==> config.mk <==
export PLATFORM = sky130hd
export DESIGN_NAME = octal_dac_ctrl
export DESIGN_NICKNAME = d
export VERILOG_FILES = /design/src/rtl/dac_ctrl_pkg.sv /design/src/rtl/dac_serial_rx.sv /design/src/rtl/dac_cmd_decode.sv /design/src/rtl/dac_channel.sv /design/src/rtl/octal_dac_ctrl.sv
export SDC_FILE = /design/constraint.sdc
export NUM_CORES = 1
export LEC_CHECK = 0
export ABC_CLOCK_PERIOD_IN_PS = 2100
export BUFFER_PORTS_ARGS = -buffer_cell sky130_fd_sc_hd__buf_2
export CAP_MARGIN = 25
export CORE_MARGIN = 1.5
export CORE_UTILIZATION = 35
export CTS_BUF_LIST = sky130_fd_sc_hd__clkbuf_4 sky130_fd_sc_hd__clkbuf_8 sky130_fd_sc_hd__clkbuf_16
export DETAILED_ROUTE_END_ITERATION = 6
export PLACE_DENSITY = 0.51
export SYNTH_ARGS = -nofsm -noshare
export SYNTH_HDL_FRONTEND = slang
export SYNTH_SLANG_ARGS = --single-unit
==> constraint.sdc <==
create_clock -name clk -period 2.1 [get_ports clk]
set_clock_uncertainty 0.1 [all_clocks]
set_input_delay 0.105 -clock clk [delete_from_list [all_inputs] [get_ports clk]]
set_output_delay 0.105 -clock clk [all_outputs]
set_load 0.02 [all_outputs]
==> src/rtl/dac_ctrl_pkg.sv <==
package dac_ctrl_pkg;

    localparam int CODE_W   = 16;
    localparam int NARROW_W = 12;
    localparam int FRAME_W  = 32;
    localparam int ADDR_W   = 4;
    localparam int PD_W     = 2;
    localparam int CNT_W    = $clog2(FRAME_W + 2);

    localparam logic [ADDR_W-1:0] ADDR_ALL = 4'hF;

    typedef enum logic [3:0] {
        OP_WRITE_IN   = 4'd0,
        OP_UPDATE     = 4'd1,
        OP_WRITE_ALL  = 4'd2,
        OP_WRITE_UPD  = 4'd3,
        OP_POWER      = 4'd4,
        OP_CLEAR_SEL  = 4'd5,
        OP_LOAD_MASK  = 4'd6,
        OP_REFERENCE  = 4'd7
    } dac_op_e;

    typedef enum logic [1:0] {
        CLR_ZERO = 2'd0,
        CLR_MID  = 2'd1,
        CLR_FULL = 2'd2,
        CLR_ALT0 = 2'd3
    } clr_sel_e;

    typedef struct packed {
        logic [3:0]        pad_hi;
        logic [3:0]        op;
        logic [ADDR_W-1:0] addr;
        logic [CODE_W-1:0] data;
        logic [3:0]        pad_lo;
    } frame_t;

    function automatic logic [CODE_W-1:0] clear_value(clr_sel_e sel, logic wide);
        logic [CODE_W-1:0] v;
        case (sel)
            CLR_MID:  v = wide ? 16'h8000 : 16'h0800;
            CLR_FULL: v = wide ? 16'hFFFF : 16'h0FFF;
            default:  v = '0;
        endcase
        return v;
    endfunction

endpackage

==> src/rtl/dac_serial_rx.sv <==
module dac_serial_rx
    import dac_ctrl_pkg::*;
(
    input  logic   clk,
    input  logic   rst,
    input  logic   sck,
    input  logic   cs_n,
    input  logic   sdi,
    output logic   frm_valid,
    output frame_t frm
);

    logic [1:0]         sck_q;
    logic [1:0]         cs_q;
    logic               sdi_q;
    logic [FRAME_W-1:0] shreg;
    logic [CNT_W-1:0]   nbits;
    logic               sck_fall;

    assign sck_fall = sck_q[1] & ~sck_q[0];

    always_ff @(posedge clk) begin
        if (rst) begin
            sck_q <= '0;
            cs_q  <= 2'b11;
            sdi_q <= 1'b0;
            shreg <= '0;
            nbits <= '0;
        end else begin
            sck_q <= {sck_q[0], sck};
            cs_q  <= {cs_q[0], cs_n};
            sdi_q <= sdi;
            if (cs_q[0]) begin
                nbits <= '0;
            end else if (sck_fall) begin
                shreg <= {shreg[FRAME_W-2:0], sdi_q};
                if (nbits != CNT_W'(FRAME_W + 1))
                    nbits <= nbits + 1'b1;
            end
        end
    end

    assign frm_valid = ~cs_q[1] & cs_q[0] & (nbits == CNT_W'(FRAME_W));
    assign frm       = frame_t'(shreg);

endmodule

==> src/rtl/dac_cmd_decode.sv <==
module dac_cmd_decode
    import dac_ctrl_pkg::*;
#(
    parameter int NUM_CH = 8
) (
    input  logic              frm_valid,
    input  logic [3:0]        op,
    input  logic [ADDR_W-1:0] addr,
    output logic [NUM_CH-1:0] wr_in,
    output logic [NUM_CH-1:0] upd_dac,
    output logic              pd_we,
    output logic              clr_we,
    output logic              mask_we,
    output logic              ref_we
);

    logic [NUM_CH-1:0] hit;

    always_comb begin
        for (int c = 0; c < NUM_CH; c++)
            hit[c] = (addr == ADDR_ALL) || (addr == ADDR_W'(c));
    end

    always_comb begin
        wr_in   = '0;
        upd_dac = '0;
        pd_we   = 1'b0;
        clr_we  = 1'b0;
        mask_we = 1'b0;
        ref_we  = 1'b0;
        if (frm_valid) begin
            case (op)
                OP_WRITE_IN:  wr_in = hit;
                OP_UPDATE:    upd_dac = hit;
                OP_WRITE_ALL: begin
                    wr_in   = hit;
                    upd_dac = '1;
                end
                OP_WRITE_UPD: begin
                    wr_in   = hit;
                    upd_dac = hit;
                end
                OP_POWER:     pd_we   = 1'b1;
                OP_CLEAR_SEL: clr_we  = 1'b1;
                OP_LOAD_MASK: mask_we = 1'b1;
                OP_REFERENCE: ref_we  = 1'b1;
                default: ;
            endcase
        end
    end

endmodule

==> src/rtl/dac_channel.sv <==
module dac_channel
    import dac_ctrl_pkg::*;
#(
    parameter bit WIDE = 1'b1
) (
    input  logic              clk,
    input  logic              rst,
    input  logic              wr_in,
    input  logic              upd_dac,
    input  logic              load_en,
    input  logic              clr_act,
    input  clr_sel_e          clr_sel,
    input  logic [CODE_W-1:0] wr_data,
    output logic [CODE_W-1:0] code
);

    localparam int RES = WIDE ? CODE_W : NARROW_W;

    logic [RES-1:0]    in_r;
    logic [RES-1:0]    dac_r;
    logic [RES-1:0]    in_nxt;
    logic [RES-1:0]    clr_val;
    logic [CODE_W-1:0] clr_full;

    assign clr_full = clear_value(clr_sel, WIDE);
    assign clr_val  = clr_full[RES-1:0];
    assign in_nxt   = wr_in ? wr_data[CODE_W-1 -: RES] : in_r;

    always_ff @(posedge clk) begin
        if (rst) begin
            in_r  <= '0;
            dac_r <= '0;
        end else begin
            in_r <= in_nxt;
            if (clr_act)
                dac_r <= clr_val;
            else if (upd_dac)
                dac_r <= in_nxt;
            else if (load_en)
                dac_r <= in_r;
        end
    end

    always_comb begin
        code          = '0;
        code[RES-1:0] = dac_r;
    end

    generate
        if (!WIDE) begin : g_narrow_sink
            logic unused_low;
            assign unused_low = ^{wr_data[CODE_W-RES-1:0], clr_full[CODE_W-1:RES]};
        end
    endgenerate

endmodule

==> src/rtl/octal_dac_ctrl.sv <==
module octal_dac_ctrl
    import dac_ctrl_pkg::*;
#(
    parameter int NUM_CH   = 8,
    parameter int NUM_WIDE = 4
) (
    input  logic                     clk,
    input  logic                     rst,
    input  logic                     sck,
    input  logic                     cs_n,
    input  logic                     sdi,
    input  logic                     hw_load_n,
    input  logic                     clear_n,
    output logic [NUM_CH*CODE_W-1:0] dac_code,
    output logic [NUM_CH*PD_W-1:0]   pd_mode,
    output logic                     ref_en
);

    localparam int PD_BUS_W = NUM_CH * PD_W;

    logic              frm_valid;
    frame_t            frm;
    logic [NUM_CH-1:0] wr_in;
    logic [NUM_CH-1:0] upd_dac;
    logic              pd_we;
    logic              clr_we;
    logic              mask_we;
    logic              ref_we;
    logic              load_act;
    logic              clr_act;
    logic [NUM_CH-1:0] mask_r;
    clr_sel_e          clr_sel_r;
    logic [PD_BUS_W-1:0] pd_r;
    logic              ref_r;
    logic              unused_pad;

    assign unused_pad = ^{frm.pad_hi, frm.pad_lo};

    dac_serial_rx u_rx (
        .clk       (clk),
        .rst       (rst),
        .sck       (sck),
        .cs_n      (cs_n),
        .sdi       (sdi),
        .frm_valid (frm_valid),
        .frm       (frm)
    );

    dac_cmd_decode #(.NUM_CH(NUM_CH)) u_dec (
        .frm_valid (frm_valid),
        .op        (frm.op),
        .addr      (frm.addr),
        .wr_in     (wr_in),
        .upd_dac   (upd_dac),
        .pd_we     (pd_we),
        .clr_we    (clr_we),
        .mask_we   (mask_we),
        .ref_we    (ref_we)
    );

    always_ff @(posedge clk) begin
        if (rst) begin
            load_act  <= 1'b0;
            clr_act   <= 1'b0;
            mask_r    <= '1;
            clr_sel_r <= CLR_ZERO;
            pd_r      <= '0;
            ref_r     <= 1'b0;
        end else begin
            load_act <= ~hw_load_n;
            clr_act  <= ~clear_n;
            if (mask_we) mask_r    <= frm.data[NUM_CH-1:0];
            if (clr_we)  clr_sel_r <= clr_sel_e'(frm.data[1:0]);
            if (pd_we)   pd_r      <= frm.data[PD_BUS_W-1:0];
            if (ref_we)  ref_r     <= frm.data[0];
        end
    end

    generate
        for (genvar g = 0; g < NUM_CH; g++) begin : g_ch
            dac_channel #(.WIDE(g < NUM_WIDE)) u_ch (
                .clk     (clk),
                .rst     (rst),
                .wr_in   (wr_in[g]),
                .upd_dac (upd_dac[g]),
                .load_en (load_act & mask_r[g]),
                .clr_act (clr_act),
                .clr_sel (clr_sel_r),
                .wr_data (frm.data),
                .code    (dac_code[g*CODE_W +: CODE_W])
            );
        end
    endgenerate

    assign pd_mode = pd_r;
    assign ref_en  = ref_r;

endmodule

==> results of run 1 <==
-- sequential cells by signal, summed over array words and instances (netlist names) --
| register | count |
|---|---|
| g_ch.u_ch.in_r | 112 |
| g_ch.u_ch.code | 64 |
| g_ch.u_ch.dac_r | 48 |
| u_rx.frm | 28 |
| pd_mode | 16 |
| mask_r | 8 |
| u_rx.nbits | 6 |
| clr_sel_r | 2 |
| u_rx.cs_q | 2 |
| u_rx.sck_q | 2 |
| clr_act | 1 |
| load_act | 1 |
| ref_en | 1 |
| u_rx.sdi_q | 1 |
-- cells by family (layout without fill, tap and decap cells) --
group / count (synthesis) / count (layout) / synth area share [%]
DFF: 292 / 292 / 42.91
AOI/OAI and AO/OA: 626 / 626 / 32.06
other: 1 / 17 / 0.02753
buffers and inverters: 173 / 400 / 5.823
and+or+nand+nor: 478 / 478 / 18.22
muxes: 1 / 1 / 0.07349
xor gates and xnor gates: 8 / 8 / 0.5144
adders and majority gates: 4 / 4 / 0.3674
-- worst max path at each step --
stage                   from                    end  slack, ns  cells past startpoint
4_1_cts        u_rx.nbits[1]  g_ch[5].u_ch.dac_r[1]      -0.07                      8
3_5_place_dp   u_rx.nbits[1]  g_ch[1].u_ch.code[13]      -0.15                      8
6_report       u_rx.nbits[1]   g_ch[1].u_ch.code[6]      -0.07                     10
5_1_grt        u_rx.nbits[1]  g_ch[0].u_ch.code[10]      -0.16                     11
3_3_place_gp   u_rx.nbits[1]  g_ch[2].u_ch.code[14]      -0.11                      8
2_1_floorplan  u_rx.nbits[0]  g_ch[3].u_ch.code[15]      -0.01                     11
-- stage by stage --
stage               cell area [µm²]  hold WS [ns]
floorplan                     13780       0.07169
global placement              15720        0.1615
detailed placement            15720        0.1647
CTS                           17230        0.2164
global route                  18540        0.2589
finish                        18540        0.2339
-- routing by layer --
| layer | share of wire (%) | up-vias | GRT usage [%] |
|---|---|---|---|
| met4 | 2.2 | 0 | 5.908 |
| met1 | 48 | 6073 | 29.87 |
| met2 | 46 | 266 | 33.18 |
| met5 | 0 | - | 0 |
| met3 | 4.0 | 57 | 2.880 |
| li1 | - | 6080 | - |
-- worst min-delay path, delay by kind of cell --
family        cells  cell delay [ns]
simple gates      1             0.09
buf+inv           2             0.61
-- Yosys cell counts (5+ instances only) --
master / number
clkbuf_2: 8
xnor2_1: 5
or2_2: 65
nor2b_1: 11
and2_1: 5
nand3_1: 7
buf_2: 17
buf_4: 22
a21boi_1: 10
a22oi_1: 10
o21ai_1: 41
a211o_1: 8
clkbuf_1: 115
nand2_1: 124
a21boi_0: 92
o21ai_0: 109
nor2_1: 132
and3_1: 107
a21oi_1: 124
o21ba_2: 102
a311oi_1: 42
a211oi_1: 70
dfxtp_1: 292
-- power breakdown --
part	total [mW]	internal (mW)	switching [mW]
registers	5.80	5.70	0.105
clock network	6.11	3.75	2.36
logic	1.17	0.461	0.705
total	13.1	9.90	3.17
-- final cells by class --
cell class              instances  share of cell area [%]
multi-input cells            1133                   42.89
flip-flops and latches        292                   31.58
repair buffers                336                   15.64
clock buffers                  53                   5.979
well taps                     518                   3.496
clock inverters                 6                  0.2969
inverters                       5                  0.1012
diodes                          1                 0.01350
-- what timing repair did --
item	4_1_cts	5_1_grt
hold buffers	10	0
pin swaps	3	76
cloned	3	14
hold endpoints to repair	35	0
resized for setup	31	257
buffers inserted	4	24
endpoints found under the setup margin	169	203
==> impl_metrics.toml, run 1 <==
[critical_path]
worstPathCellList = "inv_2 > ha_4 > and3b_2 > and4_4 > buf_12 > buf_4 > buf_12 > and3_1 > o21ai_0 > a211oi_1"
crit_path_end_kind = "flop"
reg2reg_depth = 10
critPathBufInv = 4
crit_arrival_ns = 2.49
max_stage_delay_ns = 0.35
cp_max_fo = 15
r2r_end = "g_ch[1].u_ch.code[6]"
worst-setup-path-type = "flop to flop"
path_common_cell = "buf_12"
required_ns = 2.42
r2r_start = "u_rx.nbits[1]"
ff2ff_setup_slack_ns = -0.07
crit_slowest_cell = "and4_4"
crit_path_start_kind = "flop"
critical-path-top-delay-family = "simple AND/OR/NAND/NOR gates"

[clock_network]
cts_tree = "done"
numClockSinks = 292
cts_buffers = 35
clkTransAtPathRegs_ns = 0.06
insertion_delay_ns = 0.52
root_buffer = "clkbuf_16"
htreeDepth = 2
clockBufferDepth = 3

[floorplan]
start_util_pct = 35.33
die_x_um = 200.3
dieArea_mm2 = 0.04011
num_io_pins = 152
core-area_mm2 = 0.03856
die-height_um = 200.3
num_rows = 72

[sta]
final.setup.tns_ns = -0.4457
rsz0062_at_grt = "yes"
worst_slack_ns = -0.07478
tightestPinTransition_ns = 0.6641
relSlewSlack_pct = 55.66
hold_violations = 0
post-route-period-util_pct = 103.6
drv_slew = 0
period_needed_ns = 2.175
max_freq_ghz = 0.4598
setup_viol = 17

[global_routing]
grt_pass1_vias = 11610
grt-ovfl-total = 0
grt_pass1_wl_um = 67650
grt_max_degree = 77
grt.total_usage_pct = 21.01
antenna_found_initial = 1

[logic_synthesis]
synth_top_area_share_pct = 42.91
syn_area_mm2 = 0.01362
ys_seq_area_share_pct = 42.91
ys_ff_latch = 292
syn_avg_cell_area_um2 = 8.605
yosys.area.top_type = "dfxtp_1"
yosysUniqueCellTypes = 58
synth_edf_count = 0
ys_async_sr_fraction_pct = 0
synthTopCellsByArea = "dfxtp_1 (43%), o21ba_2 (7.5%), a21boi_0 (5.1%)"
yosysWarningCount = 0
dominantRegCellSynth = "dfxtp_1"
syn_inst = 1583

[drt]
drt-total-wl_um = 45450
ant_nets = 0
via_per_inst = 5.323
drcViolationCount = 0
wl_per_cell_um = 19.39
drtPass1Iterations = 5
drt_first_iter_violations = 805
vias = 12480

[finish]
final_cell_mix = "dfxtp_1 (286), buf_2 (134), nor2_1 (130)"
nFillCells = 3784
final_layout_size_suffix_gt1_share_pct = 42.08
area_growth_syn_to_layout_pct = 36.11
final_common_cell = "dfxtp_1"
seqCellArea_mm2 = 0.005856
multi_input_area_mm2 = 0.007953
instances_no_fill = 2344
final_util_pct = 48.09
nets = 1814

[hold_path]
hp-start = "cs_n"
hp-class = "primary input to flop"
hold_path_end = "u_rx.cs_q[0]"
hold_depth = 3

[power_and_ir_drop]
power.density_mw_per_mm2 = 705.4
ir_drop_mv = 0.4264
power_leakage_nw = 7.375
power.total_mw = 13.08

[job]
maxCapViolCount = 0

[place]
dp_slack_ns = -0.1482
dpl.cell_count = 2230
dp_hpwl_um = 26810
gp_congestion = 0.8279
port_buffers = 135

[status]
status = "finished, violations left"
violations = "negative setup slack"
No activity file was read; power rests on OpenSTA's default activity.
==> run 2, diff against run 1 <==
ABC_CLOCK_PERIOD_IN_PS = 2300   (was 2100)
PLACE_DENSITY = 0.49   (was 0.51)
clock period = 2.3 ns   (was 2.1 ns; I/O delays follow)
==> run 2 against run 1 <==
  * The flow now finishes without violations
  * Clock power fell by 6.9%
  * Sequential power decreased by 8.6%
  * First-iteration DRC count down 15%
  * Register-to-register slack better by 0.16 ns
  * Utilization shrank 4.3 points
  * Sequential cell count is the same
  * Fmax decreased by 1.9%
  * Non-clock buffer count shrank 76
  * Sequential share of layout area increased by 3.0 points
  * Via count decreased by 3.8%
  * Critical path type unchanged
  * Highest routed layer unchanged
==> impl_metrics.toml, run 2 (synthesized netlist as in run 1, its figures left out) <==
[status]
status = "finished clean"

[finish]
final_cell_mix = "dfxtp_1 (291), buf_2 (134), nor2_1 (131)"
area_growth_syn_to_layout_pct = 24.02
final_common_cell = "dfxtp_1"
nets = 1739
final_layout_size_suffix_gt1_share_pct = 29.65
nFillCells = 3888
top_register = "g_ch.u_ch.in_r"
largest_register_ffs = 112
instances_no_fill = 2273
multi_input_area_mm2 = 0.007121
seqCellArea_mm2 = 0.005847
final_area_mm2 = 0.01689

[clock_network]
numClockSinks = 292
clockBufferDepth = 3
cts_buffers = 36
cts_tree = "done"
insertion_delay_ns = 0.53
clkTransAtPathRegs_ns = 0.06
root_buffer = "clkbuf_16"
htreeDepth = 2

[floorplan]
num_rows = 72
num_io_pins = 152
start_util_pct = 35.33
die-height_um = 200.3
die_x_um = 200.3
dieArea_mm2 = 0.04011
core-area_mm2 = 0.03856

[global_routing]
grt_pass1_wl_um = 67330
antenna_found_initial = 3
grt-ovfl-total = 0
grt.total_usage_pct = 21.01
grt_max_degree = 78
grt_pass1_vias = 11620

[sta]
final.setup.tns_ns = 0
period_needed_ns = 2.216
drv_slew = 0
post-route-period-util_pct = 96.35
tightestPinTransition_ns = 0.6778
hold_slack_ns = 0.2106
setup_viol = 0
hold_violations = 0
relSlewSlack_pct = 54.75
max_freq_ghz = 0.4513

[place]
dp_hpwl_um = 26250
placedInstanceArea_mm2 = 0.01534
dpl.cell_count = 2187
port_buffers = 135
gp_congestion = 0.7991

[critical_path]
crit_arrival_ns = 2.56
crit_path_end_kind = "flop"
required_ns = 2.64
cp_max_fo = 5
worst-setup-path-type = "flop to flop"
crit_path_start_kind = "flop"

[job]
maxCapViolCount = 0

[hold_path]
hp-class = "primary input to flop"

[drt]
drt_first_iter_violations = 683
ant_nets = 0
drcViolationCount = 0
vias = 12000
via_per_inst = 5.280
wl_per_cell_um = 18.87
drtPass1Iterations = 6
drt-total-wl_um = 42890

[power_and_ir_drop]
ir_drop_mv = 0.3590
power_leakage_nw = 6.749
power.density_mw_per_mm2 = 711.1
-- run 2: cell types whose count changed in the layout (fill, tap and decap cells not counted), sizes merged --
cell,before,now
clkbuf,62,59
buf,317,247
clkinvlp,0,2
-- run 2: worst max-delay path, stage by stage (launching register included) --
cell	delay, ns
dfxtp_1	0.33
inv_2	0.07
ha_2	0.17
and3b_2	0.23
buf_6	0.15
nand4_2	0.14
nor4_4	0.28
buf_4	0.19
clkbuf_16	0.15
a22oi_1	0.08
a211oi_1	0.24
-- run 2: timing repair --
action | in CTS | in global routing
hold buffers | 10 | 0
setup buffers | 0 | 8
hold endpoints to repair | 35 | 0
setup endpoints to repair | 16 | 130
gates cloned | 0 | 3
pin swaps | 0 | 15
resized for setup | 1 | 32
-- run 2: metrics by stage --
stage	setup WS, ns	power (mW)	util, %
after global placement	-0.01819	6.401	39.79
final	0.08395	12.01	43.81
after floorplan	0.05741	6.046	-
after global routing	-0.01150	12.47	43.81
after detailed placement	-0.05436	6.406	39.79
after CTS	0.02539	12.16	43.18
-- run 2: routing by layer --
layer  global-route usage (%)  part of all wire [%]  routed length, µm  vias up
li1                         -                     -                  -     5915
met1                    29.61                    48              20780     5784
met2                    33.05                    45              19320      250
met3                    3.140                   4.3               1855       53
met4                    6.472                   2.2                934        0
met5                        0                     0                  0        -
-- run 2: power breakdown --
group / switching (mW) / leakage [nW] / internal (mW)
clock: 2.22 / 0.601 / 3.47
combinational: 0.615 / 3.77 / 0.409
sequential: 0.0938 / 2.37 / 5.20
total: 2.93 / 6.75 / 9.08
-- run 2: path summary, 6_finish.rpt --
| check | slack (ns) | to | depth (start not counted) | start |
|---|---|---|---|---|
| worst max-delay path | 0.08 | g_ch[7].u_ch.dac_r[4] | 10 | u_rx.nbits[1] |
| worst min-delay path | 0.21 | u_rx.cs_q[0] | 3 | cs_n |
| worst max register to register | 0.08 | g_ch[7].u_ch.dac_r[4] | 10 | u_rx.nbits[1] |
| worst min register to register | 0.35 | pd_mode[13] | 2 | pd_mode[13] |
-- run 2: area by class of cell --
| class | instances | area share (%) |
|---|---|---|
| well taps | 518 | 3.836 |
| clock inverters | 8 | 0.4148 |
| repair buffers | 260 | 12.21 |
| multi-input cells | 1133 | 42.15 |
| clock buffers | 56 | 6.658 |
| diodes | 1 | 0.01481 |
| inverters | 5 | 0.1111 |
| flip-flops and latches | 292 | 34.61 |
==> run 3, diff against run 2 <==
CORE_UTILIZATION = 30   (was 35)
PLACE_DENSITY = 0.43   (was 0.49)
SETUP_SLACK_MARGIN = 0.15   (was default)
==> run 3 against run 2 <==
  * Total power up 0.27%
  * Final area is 3.8% higher
  * Sequential cell count is the same
  * Global-route usage shrank 1.7 points
  * Sequential share of layout area fell by 1.2 points
  * Largest cell class unchanged
==> impl_metrics.toml, run 3 (synthesized netlist as in run 1, its figures left out) <==
[place]
placedInstanceArea_mm2 = 0.01561
port_buffers = 135
gp_congestion = 0.7467
dp_hpwl_um = 28200

[finish]
final_layout_size_suffix_gt1_share_pct = 33.13
multi_input_area_mm2 = 0.007347
area_growth_syn_to_layout_pct = 28.73
top_register = "g_ch.u_ch.in_r"
final_area_mm2 = 0.01754
final_common_cell = "dfxtp_1"
largest_register_ffs = 112
nets = 1766
final_cell_mix = "dfxtp_1 (282), buf_2 (135), nor2_1 (129)"
seqCellArea_mm2 = 0.005863
nFillCells = 4569

[floorplan]
die_x_um = 216.1
num_rows = 77
dieArea_mm2 = 0.04669
die-height_um = 216.1
core-area_mm2 = 0.04451
num_io_pins = 152
start_util_pct = 30.60

[power_and_ir_drop]
power.density_mw_per_mm2 = 686.9
ir_drop_mv = 0.3396
power_leakage_nw = 7.001
power.total_mw = 12.05

[drt]
via_per_inst = 5.142
vias = 12200
drtPass1Iterations = 5
drt-total-wl_um = 46390
ant_nets = 0
wl_per_cell_um = 19.56
drcViolationCount = 0
drt_first_iter_violations = 527

[job]
maxCapViolCount = 0

[critical_path]
worst-setup-path-type = "flop to flop"
crit_path_start_kind = "flop"
critPathBufInv = 1
cp_max_fo = 7
critical-path-top-delay-family = "simple AND/OR/NAND/NOR gates"
worstPathCellList = "nor4b_4 > and4_4 > bufbuf_16 > and3_1 > o21ai_0 > a311oi_1"
crit_path_end_kind = "flop"
required_ns = 2.64
max_stage_delay_ns = 0.36
crit_arrival_ns = 2.46
crit_slowest_cell = "dfxtp_4"

[clock_network]
htreeDepth = 2
cts_buffers = 37
clkTransAtPathRegs_ns = 0.06
clockBufferDepth = 3
root_buffer = "clkbuf_16"
insertion_delay_ns = 0.54
cts_tree = "done"
numClockSinks = 292

[sta]
drv_slew = 0
post-route-period-util_pct = 92.22
rsz0062_at_grt = "yes"
period_needed_ns = 2.121
hold_violations = 0
tightestPinTransition_ns = 0.7317
setup_viol = 0
max_freq_ghz = 0.4715
relSlewSlack_pct = 51.22

[hold_path]
hp-class = "primary input to flop"

[global_routing]
grt-ovfl-total = 0
grt_pass1_wl_um = 70880
antenna_found_initial = 4
grt.total_usage_pct = 19.34
grt_pass1_vias = 11670
grt_max_degree = 92

[status]
status = "finished clean"
==> run 3: where the power goes <==
group          internal, mW  switching [mW]
registers              5.20          0.0961
logic                 0.421           0.640
clock network          3.47            2.21
==> run 3: per-layer routing <==
layer | routed length (µm) | global-route usage, % | up-vias | part of all wire, %
met5 | 0 | 0 | - | 0
met4 | 962 | 5.556 | 0 | 2.1
met3 | 1698 | 2.667 | 56 | 3.7
met2 | 21250 | 30.83 | 229 | 46
met1 | 22480 | 27.14 | 5941 | 48
li1 | - | - | 5971 | -
==> run 3: per-stage QoR <==
stage | cells | util, % | hold slack, ns | TNS [ns] | setup slack [ns]
after floorplan | 1598 | - | 0.08169 | 0 | 0.1398
after global placement | 2271 | 35.08 | 0.1659 | -0.2514 | -0.01977
after detailed placement | 2271 | 35.08 | 0.1740 | -0.4561 | -0.07329
after CTS | 2354 | 38.43 | 0.1785 | 0 | 0.09893
after global routing | 2370 | 39.39 | 0.2322 | 0 | 0.06446
final | 2372 | 39.40 | 0.2033 | 0 | 0.1790
==> run 3: worst paths after layout <==
kind	depth (start not counted)	endpoint	from	slack, ns
min	3	u_rx.cs_q[0]	cs_n	0.20
min reg2reg	2	u_rx.frm[0]	u_rx.sdi_q	0.34
max reg2reg	6	g_ch[3].u_ch.code[5]	u_rx.nbits[2]	0.18
max	6	g_ch[3].u_ch.code[5]	u_rx.nbits[2]	0.18
==> run 3: cell type report <==
class                      instances  area share [%]
antenna                            2         0.02854
clock buffer                      62           6.743
inverter                           5          0.1070
multi-input combinational       1134           41.90
sequential                       292           33.44
tap                              592           4.224
timing repair buffer             285           13.56
==> run 3: worst reg2reg max path: stages (launching register included) <==
cell       delay [ns]
dfxtp_4          0.36
nor4b_4          0.36
and4_4           0.35
bufbuf_16        0.29
and3_1           0.17
o21ai_0          0.11
a311oi_1         0.28
==> run 3: repair_timing <==
action,4_1_cts,5_1_grt
buffers inserted,9,12
gates resized for setup,27,91
cloned,4,4
endpoints found under the hold margin,7,0
hold buffers,8,0
pin swaps,11,24
endpoints found under the setup margin,136,136
